### config.mk
export PLATFORM = sky130hd
export DESIGN_NAME = lq_order_guard
export DESIGN_NICKNAME = d
export VERILOG_FILES = /design/src/rtl/lq_pkg.sv /design/src/rtl/lq_entries.sv /design/src/rtl/lq_ctrl.sv /design/src/rtl/lq_order_guard.sv
export SDC_FILE = /design/constraint.sdc
export NUM_CORES = 1
export LEC_CHECK = 0
export BUFFER_PORTS_ARGS = -buffer_cell sky130_fd_sc_hd__buf_2
export CAP_MARGIN = 0
export CORE_MARGIN = 2
export CORE_UTILIZATION = 40
export CTS_BUF_LIST = sky130_fd_sc_hd__clkbuf_16
export CTS_CLUSTER_SIZE = 16
export DETAILED_ROUTE_END_ITERATION = 10
export GPL_ROUTABILITY_DRIVEN = 1
export HOLD_SLACK_MARGIN = 0.03
export PLACE_DENSITY = 0.71
export SYNTH_ARGS = -nofsm -noshare
export SYNTH_HDL_FRONTEND = slang
export SYNTH_HIERARCHICAL = 1
export SYNTH_SLANG_ARGS = --single-unit
### constraint.sdc
create_clock -name clk -period 7 [get_ports clk]
set_input_delay 0.35 -clock clk [delete_from_list [all_inputs] [get_ports clk]]
set_output_delay 0.35 -clock clk [all_outputs]
set_load 0.01 [all_outputs]
### src/rtl/lq_pkg.sv
package lq_pkg;
  // Strobes from the decision logic to the entry/violator storage
  typedef struct packed {
    logic record;  // capture picked slot as violator and pulse
    logic clear;   // drop the recorded violator (squash)
  } lqStrobe_t;
endpackage

### src/rtl/lq_entries.sv
module lq_entries
  import lq_pkg::*;
#(
  parameter int DEPTH     = 8,
  parameter int ADDR_W    = 32,
  parameter int SEQ_W     = 16,
  parameter int CNT_W     = 16,
  parameter int BLK_SHIFT = 8,
  localparam int IDX_W    = $clog2(DEPTH)
) (
  input  logic                        clk,
  input  logic                        rstN,
  input  logic                        allocValid,
  input  logic [SEQ_W-1:0]            allocSeq,
  input  logic                        setAddrValid,
  input  logic [IDX_W-1:0]            setAddrIdx,
  input  logic [ADDR_W-1:0]           setAddr,
  input  logic                        retireValid,
  input  logic [ADDR_W-1:0]           checkAddr,
  input  lqStrobe_t                   strobe,
  input  logic [IDX_W-1:0]            pickIdx,
  output logic [DEPTH-1:0]            hitVec,
  output logic [DEPTH-1:0][SEQ_W-1:0] seqArr,
  output logic [IDX_W-1:0]            tailPtr,
  output logic                        violationValid,
  output logic                        violatorHeld,
  output logic [IDX_W-1:0]            violatorIndex,
  output logic [SEQ_W-1:0]            violatorSeq,
  output logic [CNT_W-1:0]            violationCount
);
  localparam logic [IDX_W:0] FULL_FILL = (IDX_W+1)'(DEPTH);

  logic [DEPTH-1:0]  entValid;
  logic [DEPTH-1:0]  entAddrOk;
  logic [ADDR_W-1:0] entAddr [DEPTH];
  logic [SEQ_W-1:0]  entSeq  [DEPTH];
  logic [IDX_W-1:0]  headPtr;
  logic [IDX_W:0]    fillLvl;
  logic              allocOk;
  logic              retireOk;

  assign allocOk  = allocValid  && (fillLvl != FULL_FILL);
  assign retireOk = retireValid && (fillLvl != '0);

  always_ff @(posedge clk) begin
    if (!rstN) begin
      entValid  <= '0;
      entAddrOk <= '0;
      headPtr   <= '0;
      tailPtr   <= '0;
      fillLvl   <= '0;
    end else begin
      if (setAddrValid && entValid[setAddrIdx]) begin
        entAddr[setAddrIdx]   <= setAddr;
        entAddrOk[setAddrIdx] <= 1'b1;
      end
      if (retireOk) begin
        entValid[headPtr]  <= 1'b0;
        entAddrOk[headPtr] <= 1'b0;
        headPtr            <= headPtr + 1'b1;
      end
      if (allocOk) begin
        entValid[tailPtr]  <= 1'b1;
        entAddrOk[tailPtr] <= 1'b0;
        entSeq[tailPtr]    <= allocSeq;
        tailPtr            <= tailPtr + 1'b1;
      end
      fillLvl <= fillLvl + (IDX_W+1)'(allocOk) - (IDX_W+1)'(retireOk);
    end
  end

  // Per-slot block-granular comparator
  for (genvar g = 0; g < DEPTH; g++) begin : gSlot
    logic [ADDR_W-1:0] addrDiff;
    assign addrDiff  = entAddr[g] ^ checkAddr;
    assign hitVec[g] = entValid[g] && entAddrOk[g] && ((addrDiff >> BLK_SHIFT) == '0);
    assign seqArr[g] = entSeq[g];
  end

  always_ff @(posedge clk) begin
    if (!rstN) begin
      violationValid <= 1'b0;
      violatorHeld   <= 1'b0;
      violatorIndex  <= '0;
      violatorSeq    <= '0;
      violationCount <= '0;
    end else begin
      violationValid <= strobe.record;
      if (strobe.record) begin
        violatorHeld   <= 1'b1;
        violatorIndex  <= pickIdx;
        violatorSeq    <= entSeq[pickIdx];
        violationCount <= violationCount + 1'b1;
      end else if (strobe.clear) begin
        violatorHeld <= 1'b0;
      end
    end
  end
endmodule

### src/rtl/lq_ctrl.sv
module lq_ctrl
  import lq_pkg::*;
#(
  parameter int DEPTH  = 8,
  parameter int SEQ_W  = 16,
  localparam int IDX_W = $clog2(DEPTH)
) (
  input  logic                        checkValid,
  input  logic                        checkIsLoad,
  input  logic [IDX_W-1:0]            checkIdx,
  input  logic                        checkFault,
  input  logic                        queueBlocked,
  input  logic                        squashValid,
  input  logic [SEQ_W-1:0]            squashSeq,
  input  logic [DEPTH-1:0]            hitVec,
  input  logic [DEPTH-1:0][SEQ_W-1:0] seqArr,
  input  logic [IDX_W-1:0]            tailPtr,
  input  logic                        violatorHeld,
  input  logic [SEQ_W-1:0]            violatorSeq,
  output lqStrobe_t                   strobe,
  output logic [IDX_W-1:0]            pickIdx
);
  logic             searchEn;
  logic [IDX_W-1:0] tailDist;
  logic [IDX_W:0]   youngCnt;
  logic             found;
  logic [IDX_W-1:0] slot;
  logic             squashHit;
  logic             heldAfterSquash;
  logic             pickOlder;

  assign searchEn = checkValid && (!checkIsLoad || (!checkFault && !queueBlocked));

  // Number of slots strictly between checkIdx and tail (tail==idx means full wrap)
  assign tailDist = tailPtr - checkIdx;
  assign youngCnt = (tailDist == '0) ? (IDX_W+1)'(DEPTH - 1)
                                     : ({1'b0, tailDist} - (IDX_W+1)'(1));

  // Age-ordered priority pick: nearest slot after checkIdx wins
  always_comb begin
    found   = 1'b0;
    pickIdx = '0;
    slot    = '0;
    for (int k = 0; k < DEPTH - 1; k++) begin
      slot = checkIdx + IDX_W'(k + 1);
      if (!found && ((IDX_W+1)'(k) < youngCnt) && hitVec[slot]) begin
        found   = 1'b1;
        pickIdx = slot;
      end
    end
  end

  assign squashHit       = squashValid && violatorHeld && (squashSeq < violatorSeq);
  assign heldAfterSquash = violatorHeld && !squashHit;
  assign pickOlder       = seqArr[pickIdx] < violatorSeq;

  assign strobe.record = searchEn && found && (!heldAfterSquash || pickOlder);
  assign strobe.clear  = squashHit;
endmodule

### src/rtl/lq_order_guard.sv
module lq_order_guard
  import lq_pkg::*;
#(
  parameter int DEPTH     = 8,
  parameter int ADDR_W    = 32,
  parameter int SEQ_W     = 16,
  parameter int CNT_W     = 16,
  parameter int BLK_SHIFT = 8,
  localparam int IDX_W    = $clog2(DEPTH)
) (
  input  logic              clk,
  input  logic              rstN,
  input  logic              allocValid,
  input  logic [SEQ_W-1:0]  allocSeq,
  input  logic              setAddrValid,
  input  logic [IDX_W-1:0]  setAddrIdx,
  input  logic [ADDR_W-1:0] setAddr,
  input  logic              retireValid,
  input  logic              checkValid,
  input  logic              checkIsLoad,
  input  logic [IDX_W-1:0]  checkIdx,
  input  logic [ADDR_W-1:0] checkAddr,
  input  logic              checkFault,
  input  logic              queueBlocked,
  input  logic              squashValid,
  input  logic [SEQ_W-1:0]  squashSeq,
  output logic              violationValid,
  output logic              violatorHeld,
  output logic [IDX_W-1:0]  violatorIndex,
  output logic [SEQ_W-1:0]  violatorSeq,
  output logic [CNT_W-1:0]  violationCount
);
  lqStrobe_t                   strobe;
  logic [IDX_W-1:0]            pickIdx;
  logic [DEPTH-1:0]            hitVec;
  logic [DEPTH-1:0][SEQ_W-1:0] seqArr;
  logic [IDX_W-1:0]            tailPtr;

  lq_ctrl #(.DEPTH(DEPTH), .SEQ_W(SEQ_W)) uCtrl (
    .checkValid   (checkValid),
    .checkIsLoad  (checkIsLoad),
    .checkIdx     (checkIdx),
    .checkFault   (checkFault),
    .queueBlocked (queueBlocked),
    .squashValid  (squashValid),
    .squashSeq    (squashSeq),
    .hitVec       (hitVec),
    .seqArr       (seqArr),
    .tailPtr      (tailPtr),
    .violatorHeld (violatorHeld),
    .violatorSeq  (violatorSeq),
    .strobe       (strobe),
    .pickIdx      (pickIdx)
  );

  lq_entries #(
    .DEPTH(DEPTH), .ADDR_W(ADDR_W), .SEQ_W(SEQ_W),
    .CNT_W(CNT_W), .BLK_SHIFT(BLK_SHIFT)
  ) uEntries (
    .clk            (clk),
    .rstN           (rstN),
    .allocValid     (allocValid),
    .allocSeq       (allocSeq),
    .setAddrValid   (setAddrValid),
    .setAddrIdx     (setAddrIdx),
    .setAddr        (setAddr),
    .retireValid    (retireValid),
    .checkAddr      (checkAddr),
    .strobe         (strobe),
    .pickIdx        (pickIdx),
    .hitVec         (hitVec),
    .seqArr         (seqArr),
    .tailPtr        (tailPtr),
    .violationValid (violationValid),
    .violatorHeld   (violatorHeld),
    .violatorIndex  (violatorIndex),
    .violatorSeq    (violatorSeq),
    .violationCount (violationCount)
  );
endmodule

* Word level (Yosys, flattened, before mapping)
Memory sizes are Yosys's and may differ from the RTL's. A register that Yosys moved wholly into a read port is not among the register bits. Index checks and enable logic that the tools add are counted. Widths: inputs -> output; s select.
Storage, ports and cells: bits in registers 47, bits in latches 0, RAM bits 384, bits in read-only memories 0, input port bits 112, output and inout bits 37, word-level logic and storage cells 186, memories kept 2
Memories:
- uEntries.entAddr | words 8, bits a word 32, rd ports 8, clocked after memory_dff 0, wr ports 1, line lq_entries.sv:35 | logic [ADDR_W-1:0] entAddr [DEPTH];
- uEntries.entSeq | words 8, bits a word 16, rd ports 9, clocked after memory_dff 1, wr ports 1, line lq_entries.sv:36 | logic [SEQ_W-1:0] entSeq [DEPTH];
Cells by class: add/sub/neg operators 14, $mul 0, divide/modulo/power cells 0, magnitude comparators 23, equal/unequal tests 1, shifts and indexed selects 0, muxes and demuxes 55, bitwise logic cells 15, reductions and logical operators 67
Operators with widths (number):
- $logic_not 32->1 | 8
- $xor 32x32->32 | 8
- $mux 8 | 8
- $bmux 16 s3 | 1
- $lt 3x4->1 const B | 11
- $logic_and 1x1->1 | 42
- $lt 16x16->1 | 2
- $mux 1 | 26
- $and 8x8->8 | 3
- $bmux 1 s3 | 8
- $mux 3 | 7
- $add 16x1->16 const B | 1
- $mux 16 | 1
- $not 8->8 | 2
- $or 8x8->8 | 2
- $add 3x3->3 const B | 4
- $logic_not 1->1 | 12
- $lt 3x4->1 const A | 3
- $add 3x1->3 const B | 3
- $demux 1 s3 | 3
- $ge 3x1->1 const B | 3
- $lt 1x4->1 const A | 2
- $lt 2x4->1 const A | 2
- $add 3x2->3 const B | 2
- 10 further kinds | 11

* Longest topological paths before layout
depth in word-level cells 37, depth in mapped cells 34, mapped depth without buffers 31

* By module
The synthesis kept the hierarchy.
Modules (own cells, without submodules):
- lq_entries | times used 1, cells an instance 980, area an instance 15424.8 µm², seq. area each 10870.4 µm²
- lq_ctrl | times used 1, cells an instance 358, area an instance 2834.0 µm², seq. area each 0.0 µm²

* Least setup slack after synthesis
OpenSTA, ideal clock, no wires.
path type input-to-reg, start point in checkIdx[1], end point reg uEntries.violationCount[14], library setup time 0.128 ns, arrival 6.822 ns, required time 6.872 ns, slack 0.050 ns, stages 31, path buffers 3, path through clkbuf_1 inv_1 fa_1 inv_1 ha_1 or4b_1 mux2i_1 o32ai_2 or3_1 or4_1 and3_1 clkinv_2 buf_4 mux2_1 o211ai_1 o21ai_1 ha_1 a21o_1 a21o_1 a21oi_1 nor2b_1 o21ai_0 a21oi_1 o31ai_1 o2111a_1 o31a_1 buf_4 nand3_1 nor4_1 xnor2_1 nor2_1
RTL lines:
- start: declaration | line lq_order_guard.sv:21 | input logic [IDX_W-1:0] checkIdx,
- end signal: assignment | line lq_entries.sv:93 | violationCount <= violationCount + 1'b1;
- end: declaration | line lq_entries.sv:29 | output logic [CNT_W-1:0] violationCount

==> reports/metrics.yaml <==
synthesis:
  yosys-top-cells-area: "edfxtp_1, dfxtp_1, xor2_1, mux4_2, xnor2_1"
  synth.ff_latch_count: 383
  syn_area_um2: 18300
  post_synth.cell_area_avg_um2: 13.6
  syn_inst: 1338
  synthDistinctLibCells: 67
  yosys.area.top_type: "edfxtp_1"
  synth_common_cells: "edfxtp_1, xor2_1, xnor2_1, nor2_1, dfxtp_1"
  synth_fp_nets: 1496
  synth_edf_count: 320
  synth_seq_area_share: 0.595
  synth_warnings: 6
  synthArstFlopShare: 0
  synth_ff_type: "edfxtp_1"
  synth_top_area_frac: 0.526
  yosysMostFrequentCell: "edfxtp_1"
power_and_ir_drop:
  pwr-share-seq: 0.463
  ir_worst_vdd_uv: 214
  p_sw_mw: 1.34
  p_int_mw: 4.17
  power_density_nw_per_um2: 242
  p_total_mw: 5.51
  clockPowerShare: 0.407
  p_leak_nw: 8.04
  combPwrFrac: 0.131
  p_sw_frac: 0.243
worst_setup_path:
  slowest_delay_ps: 560
  path_max_fanout: 6
  crit_path_top_delay_cell: "fa_1"
  critPathKind: "flop to flop"
  cp.arrival_ps: 7260
  rr_worst_depth: 33
  critPathMostFrequentCell: "inv_2"
  crit_required_ps: 7410
  crit_path_start_kind: "flop"
  end_kind: "flop"
die:
  die_area_um2: 47400
  start_util: 0.404
  core-area_um2: 45200
  die_h_um: 218
  row_count: 78
  die_x_um: 218
  io_pins: 149
place:
  postPlaceCellArea_um2: 20700
  place_hpwl_mm: 32.9
  place.gp.congestion: 0.848
  io_buffers: 132
  dp_slack_ps: -541
finish:
  multi_input_area_um2: 7280
  fin_nets: 1791
  regArea_um2: 10900
  final_util: 0.504
  design_area_um2: 22800
  nFillCells: 3718
  drive_gt1_frac: 0.305
  synthToLayoutAreaGrowth_pct: 24.8
sta:
  fmax_ghz: 0.146
  hold_viol_final: 0
  period_share: 0.979
  setup_violations: 0
  finClkSkew_ps: 21.0
  setup_slack_ps: 149
  maxSlewViolCount: 0
  rsz0062_at_grt: "yes"
  tightestPinTransition_ps: 1220
  period_minus_slack_ps: 6850
  slew_headroom: 0.187
clocking:
  clk_pin_slew_worst_paths_ps: 60
  cts.sinks: 383
  cts_tree: "yes"
  clock_latency_ps: 570
  clk_path_buf_depth: 3
  htree_levels: 2
  cts-root-buf: "clkbuf_16"
  cts-buffers-inserted: 42
global_routing:
  grt-busiest-layer: "met2"
  grt_max_degree: 35
  grt_pass1_wl_mm: 71.2
  use_met3: 0.0368
  grt_pass1_vias: 12400
  grt_use_met1: 0.253
  antenna_found_initial: 6
  overflow: 0
  use_met2: 0.333
  grt.total_usage: 0.198
job:
  cap_violations: 0
drt:
  drc: 0
  ant_nets: 0
  avgRoutedWirePerCell_um: 20.9
  via_per_inst: 5.40
  vias: 12300
  drtIter0Drc: 1080
  dr.pass1.iters: 5
  wl_mm: 47.4
worst_hold_path:
  hold_depth: 1
  hp-class: "primary input to flop"
outcome:
  status: "completed"
-- area by class of cell --
cell class,instances,area share
timing repair inverter,1,0.000220
multi-input combinational,841,0.319
tap,600,0.0329
clock buffer,42,0.0461
inverter,44,0.00812
antenna,2,0.000220
clock inverter,36,0.0158
sequential,383,0.477
timing repair buffer,320,0.100
-- cells in the final DEF, fill, tap and decap left out, drive strengths merged, types with 38 or more instances in the layout --
master,netlist,routed
nor2,66,66
nand2,54,54
xnor2,87,87
edfxtp,320,320
mux2i,42,42
inv,41,59
mux2,38,38
nor4,40,40
xor2,128,128
buf,43,319
ha,44,44
mux4,40,40
dfxtp,63,63
clkbuf,27,42
o21ai,63,63
-- metal layers --
metal | vias to the layer above | wire [um] | share of wire
li1 | 5616 | - | -
met1 | 6059 | 19500 | 0.41
met2 | 478 | 23200 | 0.49
met3 | 99 | 3200 | 0.068
met4 | 8 | 1480 | 0.031
met5 | - | 57 | 0.0012
-- registers in the layout, summed over array words and instances (netlist names) --
signal / flops
uEntries/entValid: 8
uEntries/tailPtr: 3
uEntries/violationValid: 1
uEntries/violatorHeld: 1
uEntries/fillLvl: 4
uEntries/violatorSeq: 16
uEntries/entAddr: 192
uEntries/violatorIndex: 3
uEntries/entSeq: 128
uEntries/violationCount: 16
uEntries/entAddrOk: 8
uEntries/headPtr: 3
-- worst paths after layout --
check / from / endpoint / slack, ps
setup / recovery: uEntries/tailPtr[0] / uEntries/violationCount[13] / 150
hold / removal: allocSeq[3] / uEntries/entSeq[0][3] / 70
setup reg to reg: uEntries/tailPtr[0] / uEntries/violationCount[13] / 150
hold reg to reg: uEntries/entValid[5] / uEntries/entValid[5] / 480
-- per-stage QoR --
stage | TNS [ps] | instances | hold WS (ps)
2_1_floorplan | 0 | 1338 | 439
3_3_place_gp | -12610 | 2159 | 459
3_5_place_dp | -13090 | 2159 | 466
4_1_cts | 0 | 2252 | 41.6
5_1_grt | -202 | 2269 | 48.1
6_report | 0 | 2269 | 68.8
-- power by group through the flow --
stage | logic (mW) | registers (mW) | clock network [mW]
floorplan | 0.398 | 2.59 | 0
CTS | 0.667 | 2.55 | 2.27
detailed placement | 0.654 | 2.60 | 0
finish | 0.719 | 2.55 | 2.24
global route | 0.782 | 2.55 | 2.36
global placement | 0.635 | 2.59 | 0
-- critical path: cells and delay by family, from the launching register on --
family | cells | cell delay [ps]
xor gates and xnor gates | 1 | 170
and+or+nand+nor | 9 | 2150
muxes | 1 | 300
adders and majority gates | 4 | 1160
AOI/OAI and AO/OA | 11 | 1910
DFF | 1 | 320
buffers and inverters | 7 | 660
-- kinds of logic (layout without fill, tap and decap cells) --
kind of cell    count (synthesis)  count (layout)  share of synthesized area
xor+xnor                      216             216                      0.104
compound gates                175             175                     0.0616
other cells                     0               2                          0
fa+ha+maj                      46              46                     0.0323
flops                         383             383                      0.595
simple gates                  284             284                     0.0800
buf+inv                       114             443                     0.0303
mux                           120             120                     0.0960
-- repair_timing --
item / CTS / global route
gates cloned: 1 / 0
setup buffers: 13 / 16
endpoints found under the hold margin: 1 / 0
endpoints found under the setup margin: 35 / 36
resized for setup: 25 / 58
pin swaps: 4 / 23
hold buffers: 1 / 0
Power figures use the tool's default switching activity.
